===== src/rtl/sbus_pkg.sv =====
package sbus_pkg;
  localparam int unsigned DW     = 8;
  localparam int unsigned OP_W   = 4;
  localparam int unsigned RSEL_W = 2;
  localparam int unsigned NREG   = 3;
  localparam int unsigned STEPS  = 5;
  localparam int unsigned STEP_W = $clog2(STEPS);

  localparam logic [OP_W-1:0] OP_MVI = 4'h3;
  localparam logic [OP_W-1:0] OP_TST = 4'h4;
  localparam logic [OP_W-1:0] OP_JNS = 4'h5;
  localparam logic [OP_W-1:0] OP_INC = 4'h6;
  localparam logic [OP_W-1:0] OP_IN  = 4'h7;
  localparam logic [OP_W-1:0] OP_CMP = 4'h9;
  localparam logic [OP_W-1:0] OP_MOV = 4'hA;
  localparam logic [OP_W-1:0] OP_JMP = 4'hB;
  localparam logic [OP_W-1:0] OP_NEG = 4'hC;
  localparam logic [OP_W-1:0] OP_OUT = 4'hD;

  typedef enum logic [1:0] {
    ALU_SUB  = 2'b00,
    ALU_PASS = 2'b01,
    ALU_INC  = 2'b10,
    ALU_NEG  = 2'b11
  } alu_e;

  typedef struct packed {
    logic pc_oe;
    logic mem_oe;
    logic rs_oe;
    logic rd_oe;
    logic alu_oe;
    logic sw_oe;
    logic ar_ld;
    logic ir_ld;
    logic pc_inc;
    logic pc_ld;
    logic br_ns;   // resolved against the flag by the sequencer
    logic rd_ld;
    logic ac_ld;
    logic dr_ld;
    logic flag_ld;
    logic led_ld;
    alu_e alu_op;
  } uword_t;

  // Control store: one horizontal word per (opcode, step).
  function automatic uword_t ucode(input logic [OP_W-1:0] op, input logic [STEP_W-1:0] st);
    uword_t u;
    int s;
    u = '0;
    s = int'(st);
    if (s == 0) begin
      u.pc_oe = 1'b1; u.ar_ld = 1'b1;
    end else if (s == 1) begin
      u.mem_oe = 1'b1; u.ir_ld = 1'b1; u.pc_inc = 1'b1;
    end else begin
      case (op)
        OP_MVI, OP_JMP, OP_JNS: begin
          if (s == 2) begin
            u.pc_oe = 1'b1; u.ar_ld = 1'b1;
          end else if (s == 3) begin
            u.mem_oe = 1'b1;
            if (op == OP_MVI) begin
              u.rd_ld = 1'b1; u.pc_inc = 1'b1;
            end else if (op == OP_JMP) u.pc_ld = 1'b1;
            else u.br_ns = 1'b1;
          end
        end
        OP_TST: begin
          if (s == 2) begin
            u.rd_oe = 1'b1; u.ac_ld = 1'b1;
          end else if (s == 3) begin
            u.alu_op = ALU_PASS; u.flag_ld = 1'b1;
          end
        end
        OP_CMP: begin
          if (s == 2) begin
            u.rs_oe = 1'b1; u.ac_ld = 1'b1;
          end else if (s == 3) begin
            u.rd_oe = 1'b1; u.dr_ld = 1'b1;
          end else begin
            u.alu_op = ALU_SUB; u.flag_ld = 1'b1;
          end
        end
        OP_INC, OP_NEG: begin
          u.alu_op = (op == OP_INC) ? ALU_INC : ALU_NEG;
          if (s == 2) begin
            u.rd_oe = 1'b1; u.ac_ld = 1'b1;
          end else if (s == 3) begin
            u.alu_oe = 1'b1; u.rd_ld = 1'b1;
          end
        end
        OP_IN:  if (s == 2) begin u.sw_oe = 1'b1; u.rd_ld = 1'b1; end
        OP_MOV: if (s == 2) begin u.rs_oe = 1'b1; u.rd_ld = 1'b1; end
        OP_OUT: if (s == 2) begin u.rs_oe = 1'b1; u.led_ld = 1'b1; end
        default: ;
      endcase
    end
    return u;
  endfunction
endpackage


===== src/rtl/sbus_alu.sv =====
module sbus_alu import sbus_pkg::*; (
  input  logic [DW-1:0] a_i,
  input  logic [DW-1:0] b_i,
  input  alu_e          op_i,
  output logic [DW-1:0] res_o
);
  always_comb begin
    case (op_i)
      ALU_SUB:  res_o = a_i - b_i;
      ALU_PASS: res_o = a_i;
      ALU_INC:  res_o = a_i + 1'b1;
      default:  res_o = '0 - a_i;
    endcase
  end
endmodule


===== src/rtl/sbus_prog_rom.sv =====
module sbus_prog_rom import sbus_pkg::*; #(
  parameter int unsigned DEPTH = 64,
  parameter logic [0:DEPTH-1][DW-1:0] INIT = '0
) (
  input  logic [DW-1:0] addr_i,
  output logic [DW-1:0] data_o
);
  localparam int unsigned IDX_W = $clog2(DEPTH);

  assign data_o = (32'(addr_i) < DEPTH) ? INIT[addr_i[IDX_W-1:0]] : '0;
endmodule


===== src/rtl/sbus_useq.sv =====
module sbus_useq import sbus_pkg::*; (
  input  logic              clk_i,
  input  logic              rst_ni,
  input  logic [OP_W-1:0]   op_i,
  input  logic              flag_i,
  output logic [STEP_W-1:0] step_o,
  output uword_t            ctrl_o
);
  logic [STEP_W-1:0] step_q;

  always_ff @(posedge clk_i or negedge rst_ni) begin
    if (!rst_ni) step_q <= '0;
    else if (step_q == STEP_W'(STEPS-1)) step_q <= '0;
    else step_q <= step_q + 1'b1;
  end

  always_comb begin
    ctrl_o = ucode(op_i, step_q);
    if (ctrl_o.br_ns) begin
      ctrl_o.pc_ld  = ~flag_i;
      ctrl_o.pc_inc = flag_i;
    end
  end

  assign step_o = step_q;
endmodule


===== src/rtl/sbus_datapath.sv =====
module sbus_datapath import sbus_pkg::*; (
  input  logic            clk_i,
  input  logic            rst_ni,
  input  uword_t          ctrl_i,
  input  logic [DW-1:0]   mem_i,
  input  logic [DW-1:0]   alu_res_i,
  input  logic [DW-1:0]   sw_i,
  output logic [DW-1:0]   ar_o,
  output logic [OP_W-1:0] op_o,
  output logic [DW-1:0]   ac_o,
  output logic [DW-1:0]   dr_o,
  output logic            flag_o,
  output logic [DW-1:0]   pc_o,
  output logic [DW-1:0]   led_o
);
  logic [DW-1:0] pc_q, ar_q, ir_q, ac_q, dr_q, led_q, bus;
  logic [DW-1:0] gpr_q [NREG];
  logic [DW-1:0] rs_val, rd_val;
  logic [RSEL_W-1:0] rs_idx, rd_idx;
  logic flag_q;

  assign rs_idx = ir_q[2*RSEL_W-1:RSEL_W];
  assign rd_idx = ir_q[RSEL_W-1:0];

  // Unmapped register code reads zero.
  always_comb begin
    rs_val = '0;
    rd_val = '0;
    for (int i = 0; i < NREG; i++) begin
      if (rs_idx == RSEL_W'(i)) rs_val = gpr_q[i];
      if (rd_idx == RSEL_W'(i)) rd_val = gpr_q[i];
    end
  end

  // Wired-OR bus: zero when nothing is enabled.
  assign bus = ({DW{ctrl_i.pc_oe}}  & pc_q)
             | ({DW{ctrl_i.mem_oe}} & mem_i)
             | ({DW{ctrl_i.rs_oe}}  & rs_val)
             | ({DW{ctrl_i.rd_oe}}  & rd_val)
             | ({DW{ctrl_i.alu_oe}} & alu_res_i)
             | ({DW{ctrl_i.sw_oe}}  & sw_i);

  always_ff @(posedge clk_i or negedge rst_ni) begin
    if (!rst_ni) begin
      pc_q   <= '0;
      ar_q   <= '0;
      ir_q   <= '0;
      ac_q   <= '0;
      dr_q   <= '0;
      led_q  <= '0;
      flag_q <= 1'b0;
      for (int i = 0; i < NREG; i++) gpr_q[i] <= '0;
    end else begin
      if (ctrl_i.pc_ld)       pc_q <= bus;
      else if (ctrl_i.pc_inc) pc_q <= pc_q + 1'b1;
      if (ctrl_i.ar_ld)   ar_q   <= bus;
      if (ctrl_i.ir_ld)   ir_q   <= bus;
      if (ctrl_i.ac_ld)   ac_q   <= bus;
      if (ctrl_i.dr_ld)   dr_q   <= bus;
      if (ctrl_i.led_ld)  led_q  <= bus;
      if (ctrl_i.flag_ld) flag_q <= alu_res_i[DW-1];
      for (int i = 0; i < NREG; i++)
        if (ctrl_i.rd_ld && rd_idx == RSEL_W'(i)) gpr_q[i] <= bus;
    end
  end

  assign ar_o   = ar_q;
  assign op_o   = ir_q[DW-1:DW-OP_W];
  assign ac_o   = ac_q;
  assign dr_o   = dr_q;
  assign flag_o = flag_q;
  assign pc_o   = pc_q;
  assign led_o  = led_q;
endmodule


===== src/rtl/sbus_cpu.sv =====
module sbus_cpu import sbus_pkg::*; #(
  parameter int unsigned ROM_DEPTH = 64,
  parameter logic [0:ROM_DEPTH-1][DW-1:0] ROM_INIT = '{
    0: 8'h30, 1: 8'hFB,            // R0 = -5 (loop count)
    2: 8'h32, 3: 8'h80,            // R2 = -128 (best so far)
    4: 8'h40,                      // loop: TEST R0
    5: 8'h50, 6: 8'h12,            // JNS done
    7: 8'h60,                      // INC R0
    8: 8'h71,                      // IN R1
    9: 8'h41,                      // TEST R1
    10: 8'h50, 11: 8'h04,          // JNS loop
    12: 8'h99,                     // CMP R2,R1
    13: 8'h50, 14: 8'h04,          // JNS loop
    15: 8'hA6,                     // MOV R1 -> R2
    16: 8'hB0, 17: 8'h04,          // JMP loop
    18: 8'hC2,                     // done: NEG R2
    19: 8'hD8,                     // OUT R2
    20: 8'hB0, 21: 8'h14,          // halt
    default: 8'h00
  }
) (
  input  logic          clk_i,
  input  logic          rst_ni,
  input  logic [DW-1:0] sw_i,
  output logic [DW-1:0] led_o
);
  uword_t            ctrl;
  logic [STEP_W-1:0] step;
  logic [OP_W-1:0]   op;
  logic [DW-1:0]     ar, mem_data, ac, dr, alu_res, pc;
  logic              flag;

  sbus_useq i_useq (
    .clk_i  (clk_i),
    .rst_ni (rst_ni),
    .op_i   (op),
    .flag_i (flag),
    .step_o (step),
    .ctrl_o (ctrl)
  );

  sbus_prog_rom #(.DEPTH(ROM_DEPTH), .INIT(ROM_INIT)) i_rom (
    .addr_i (ar),
    .data_o (mem_data)
  );

  sbus_alu i_alu (
    .a_i   (ac),
    .b_i   (dr),
    .op_i  (ctrl.alu_op),
    .res_o (alu_res)
  );

  sbus_datapath i_dp (
    .clk_i     (clk_i),
    .rst_ni    (rst_ni),
    .ctrl_i    (ctrl),
    .mem_i     (mem_data),
    .alu_res_i (alu_res),
    .sw_i      (sw_i),
    .ar_o      (ar),
    .op_o      (op),
    .ac_o      (ac),
    .dr_o      (dr),
    .flag_o    (flag),
    .pc_o      (pc),
    .led_o     (led_o)
  );
endmodule


===== config.mk =====
export PLATFORM = sky130hd
export DESIGN_NAME = sbus_cpu
export DESIGN_NICKNAME = d
export VERILOG_FILES = /design/src/rtl/sbus_pkg.sv /design/src/rtl/sbus_alu.sv /design/src/rtl/sbus_prog_rom.sv /design/src/rtl/sbus_useq.sv /design/src/rtl/sbus_datapath.sv /design/src/rtl/sbus_cpu.sv
export SDC_FILE = /design/constraint.sdc
export NUM_CORES = 1
export LEC_CHECK = 0
export BUFFER_PORTS_ARGS = -buffer_cell sky130_fd_sc_hd__buf_4
export CORE_MARGIN = 8
export CORE_UTILIZATION = 48
export DETAILED_ROUTE_END_ITERATION = 10
export GPL_TIMING_DRIVEN = 0
export PLACE_DENSITY = 0.64
export SYNTH_ARGS = -nofsm -noshare
export SYNTH_HDL_FRONTEND = slang
export SYNTH_SLANG_ARGS = --single-unit

===== constraint.sdc =====
create_clock -name clk_i -period 3.34 [get_ports clk_i]
set_input_delay 0.501 -clock clk_i [delete_from_list [all_inputs] [get_ports clk_i]]
set_output_delay 0.501 -clock clk_i [all_outputs]
set_load 0.005 [all_outputs]

==> results_tabular.tex <==
\begin{tabular}{lr}
\hline
Metric & Value \\
\hline
\multicolumn{2}{l}{\textbf{Clock network}} \\
\quad Clock H-tree levels & 3 \\
\quad CTS sink cnt & 76 \\
\quad Library cell used as clock root buffer & sky130\_fd\_sc\_hd\_\_clkbuf\_8 \\
\quad Clk buf depth & 2 \\
\quad Cts bufs inserted & 9 \\
\quad Source-to-sink clock delay at the later pin of the worst-skew pair & 0.37 ns \\
\quad Clock tree from TritonCTS & done \\
\quad Clock slew at reported path FFs & 0.08 ns \\
\multicolumn{2}{l}{\textbf{Worst setup path}} \\
\quad Category of the critical setup timing path & reg2reg \\
\quad Kind of start point of the critical path & flop \\
\quad Highest fanout seen on the critical path & 4 \\
\quad Crit Reg-Reg Endpoint & i\_dp.pc\_o[6] \\
\quad Crit path DAT & 3.63 ns \\
\quad R2R setup slack & -0.04 ns \\
\quad Worst-case reg-to-reg path depth & 15 \\
\quad CP Data Required Time & 3.59 ns \\
\quad Worst R2R Start & i\_useq.step\_o[0] \\
\quad Critical Path End Type & flop \\
\multicolumn{2}{l}{\textbf{Power}} \\
\quad Ratio of total power to cell area & 766 nW/um2 \\
\quad Maximum ir drop on the vdd rail & 0.462 mV \\
\quad Static leakage & 2.54 nW \\
\quad Total design power & 4.53 mW \\
\multicolumn{2}{l}{\textbf{Yosys}} \\
\quad Share of synthesized flip-flops with an asynchronous set or reset & 100\% \\
\quad Syn Nets & 567 \\
\quad Post-Syn Instances & 535 \\
\quad Leading post-synthesis cells by instance count & sky130\_fd\_sc\_hd\_\_dfrtp\_1, sky130\_fd\_sc\_hd\_\_nand2\_1, sky130\_fd\_sc\_hd\_\_mux2\_2, sky130\_fd\_sc\_hd\_\_nor2\_1, sky130\_fd\_sc\_hd\_\_o21ai\_0 \\
\quad Commonest register cell after synthesis & sky130\_fd\_sc\_hd\_\_dfrtp\_1 \\
\quad Synthesis Warnings & 0 \\
\quad Leading cell type by number of instances after synthesis & sky130\_fd\_sc\_hd\_\_dfrtp\_1 \\
\quad Sequential element share of the synthesized area & 37.8\% \\
\quad Post-synthesis area per instance & 9.41 um2 \\
\quad Synth area leader & sky130\_fd\_sc\_hd\_\_dfrtp\_1 \\
\quad Post-synthesis register bit count & 76 \\
\quad Synth unique cells & 65 \\
\quad Top cells by area in the synthesized netlist & sky130\_fd\_sc\_hd\_\_dfrtp\_1, sky130\_fd\_sc\_hd\_\_mux2\_2, sky130\_fd\_sc\_hd\_\_ha\_1 \\
\quad Netlist area before placement & 5030 um2 \\
\quad Number of synthesized flops with an enable pin & 0 \\
\quad Post-synth top area share & 37.8\% \\
\multicolumn{2}{l}{\textbf{Die}} \\
\quad FP Rows & 37 \\
\quad Die Y & 118 um \\
\quad Initial Utilization & 49.2\% \\
\quad Die outline width & 118 um \\
\quad Core area & 10200 um2 \\
\quad Boundary pin count & 18 \\
\quad Area of the die & 14000 um2 \\
\multicolumn{2}{l}{\textbf{Place}} \\
\quad Count of port buffers added during placement & 17 \\
\quad Detail Placement HPWL & 9560 um \\
\quad Cell count after placement & 688 \\
\quad GPL Wtd Cong & 0.906 \\
\multicolumn{2}{l}{\textbf{Route}} \\
\quad Drt wl/cell & 18.8 um \\
\quad Average vias per placed instance & 5.93 \\
\quad Total via count in the routed design & 4311 \\
\quad Final Routed Wirelength & 13700 um \\
\quad Iter 0 DRT Violations & 310 \\
\quad Count of nets left with antenna violations after detail routing & 0 \\
\quad Residual DRC & 0 \\
\quad Count of TritonRoute iterations in the first routing pass & 6 \\
\multicolumn{2}{l}{\textbf{Final layout}} \\
\quad Growth of design area from synthesis to finish & 17.5\% \\
\quad Fill cell instance count of the final layout & 910 \\
\quad Count of antenna diodes in the layout & 0 \\
\quad Post-route insts no fill & 727 \\
\quad Fraction of final layout cells sized beyond drive strength 1 & 25.9\% \\
\quad Sequential Area & 1900 um2 \\
\quad Multi-input logic area & 3080 um2 \\
\quad Net count of the finished layout & 619 \\
\multicolumn{2}{l}{\textbf{Global routing}} \\
\quad Antenna violations before repair & 0 \\
\quad Largest net degree at the start of global routing & 77 \\
\quad Global route overflow & 0 \\
\quad GRT Util Overall & 19.7\% \\
\quad Via count of the first global-routing pass & 4293 \\
\quad Wire length of the first global-routing pass & 22200 um \\
\multicolumn{2}{l}{\textbf{STA}} \\
\quad Final Setup Violations & 8 \\
\quad Transition time at the pin with the least slew margin & 0.970 ns \\
\quad Setup ws final & -0.0437 ns \\
\quad Maximum clock skew at final layout & 0.0129 ns \\
\quad RSZ-0062 raised after global routing & true \\
\quad Share of the clock period used by the worst path & 101\% \\
\quad Max-slew headroom at the worst pin & 35.3\% \\
\quad Min cycle time layout & 3.38 ns \\
\quad Final slew viol count & 0 \\
\quad Number of endpoints with negative hold slack in the final report & 0 \\
\quad Fmax & 296 MHz \\
\multicolumn{2}{l}{\textbf{Hold path}} \\
\quad Class of the most critical hold timing path & in2async \\
\multicolumn{2}{l}{\textbf{Run}} \\
\quad Number of maximum-capacitance constraint violations & 0 \\
\multicolumn{2}{l}{\textbf{Status}} \\
\quad Failing checks & negative setup slack \\
\quad Outcome & complete, but fails checks \\
\hline
\end{tabular}
[worst max path at each step]
stage                      from            to  slack [ns]
3_3_place_gp   i_useq.step_o[1]  i_dp.pc_o[6]       -0.58
2_1_floorplan  i_useq.step_o[0]  i_dp.pc_o[7]        0.05
3_5_place_dp   i_useq.step_o[1]  i_dp.pc_o[6]       -0.65
5_1_grt        i_useq.step_o[0]  i_dp.pc_o[6]       -0.16
6_report       i_useq.step_o[0]  i_dp.pc_o[6]       -0.04
4_1_cts        i_useq.step_o[1]  i_dp.pc_o[6]       -0.02
[registers in the layout (all words and copies together) (netlist names)]
signal,count
i_dp.ac_o,8
i_dp.ar_o,8
i_dp.dr_o,8
i_dp.flag_o,1
i_dp.gpr_q,24
i_dp.ir_q,8
i_dp.led_o,8
i_dp.pc_o,8
i_useq.step_o,3
[through the flow]
step	area [um2]	util, %	worst slack, ns	setup TNS [ns]	hold WS (ns)
after floorplan	5030	-	0.0484	0	0.205
after global placement	5330	52.1	-0.582	-19.90	0.473
after detailed placement	5330	52.1	-0.650	-21.83	0.499
after CTS	5680	55.5	-0.0175	-0.0175	0.322
after global routing	5910	57.8	-0.164	-1.62	0.363
final	5910	57.8	-0.0437	-0.105	0.266
[power breakdown]
group          leakage, nW  internal [mW]  switching, mW  total, mW
clock network       0.0808          0.287          0.359      0.646
logic                 1.52           1.12           1.18       2.30
registers            0.933           1.22          0.366       1.58
[repair_timing]
item                                    in CTS  in global routing
gates resized for setup                     14                 35
endpoints found under the setup margin      56                 35
buffers inserted                            16                 11
pin swaps                                   13                 26
hold buffers                                 0                  0
[cell families (layout without fill, tap and decap cells)]
logic type / after synthesis / count (layout) / share of synthesized area (%)
mux: 61 / 61 / 13.4
simple gates: 168 / 168 / 17.1
buf+inv: 51 / 107 / 4.92
flops: 76 / 76 / 37.8
xor+xnor: 19 / 19 / 3.46
fa+ha+maj: 22 / 22 / 5.62
compound gates: 138 / 138 / 17.7
[cell usage in the layout (no fill, tap or decap), types with 8 or more instances in the layout]
cell / netlist / routed
sky130_fd_sc_hd__nor3b_1: 9 / 9
sky130_fd_sc_hd__buf_2: 9 / 8
sky130_fd_sc_hd__xor2_1: 9 / 9
sky130_fd_sc_hd__ha_1: 21 / 16
sky130_fd_sc_hd__mux2i_1: 19 / 19
sky130_fd_sc_hd__o21ai_0: 40 / 39
sky130_fd_sc_hd__nor2_1: 41 / 39
sky130_fd_sc_hd__buf_4: 4 / 42
sky130_fd_sc_hd__clkbuf_1: 13 / 12
sky130_fd_sc_hd__dfrtp_1: 76 / 76
sky130_fd_sc_hd__nor2b_1: 12 / 11
sky130_fd_sc_hd__nor3_1: 14 / 13
sky130_fd_sc_hd__clkbuf_8: 0 / 10
sky130_fd_sc_hd__mux2_2: 41 / 35
sky130_fd_sc_hd__nand2_1: 55 / 55
sky130_fd_sc_hd__a22oi_1: 11 / 11
sky130_fd_sc_hd__inv_1: 18 / 16
sky130_fd_sc_hd__a21oi_1: 32 / 28
sky130_fd_sc_hd__buf_6: 4 / 9
sky130_fd_sc_hd__and3_1: 8 / 8
[per-layer routing]
| layer | global-route usage (%) | part of all wire (%) | up-vias | wire length (um) |
|---|---|---|---|---|
| met4 | 6.17 | 1.7 | 0 | 229 |
| met1 | 25.6 | 45 | 2121 | 6110 |
| li1 | - | - | 2037 | - |
| met3 | 3.71 | 5.0 | 22 | 689 |
| met5 | 0 | 0 | - | 0 |
| met2 | 32.4 | 49 | 131 | 6660 |
[final cells by class]
type	instances	share of cell area (%)
Tap cell	136	2.88
Clock buffer	10	2.33
Timing Repair Buffer	43	5.84
Clock inverter	5	0.614
Inverter	19	1.21
Sequential cell	76	32.2
Multi-Input combinational cell	408	52.2
Buffer	30	2.77
[critical path, stage by stage (launching register included)]
cell                       delay (ns)
sky130_fd_sc_hd__dfrtp_1         0.41
sky130_fd_sc_hd__buf_6           0.13
sky130_fd_sc_hd__ha_4            0.17
sky130_fd_sc_hd__o21ba_4         0.23
sky130_fd_sc_hd__nor3_4          0.27
sky130_fd_sc_hd__buf_6           0.16
sky130_fd_sc_hd__nor2b_4         0.05
sky130_fd_sc_hd__fa_2            0.41
sky130_fd_sc_hd__a211oi_2        0.21
sky130_fd_sc_hd__o21bai_1        0.11
sky130_fd_sc_hd__a21oi_2         0.18
sky130_fd_sc_hd__xnor2_2         0.09
sky130_fd_sc_hd__o221ai_2        0.19
sky130_fd_sc_hd__nand4b_1        0.18
sky130_fd_sc_hd__buf_4           0.18
sky130_fd_sc_hd__a221o_1         0.30
Note: power is estimated with default switching activity, not from simulation.
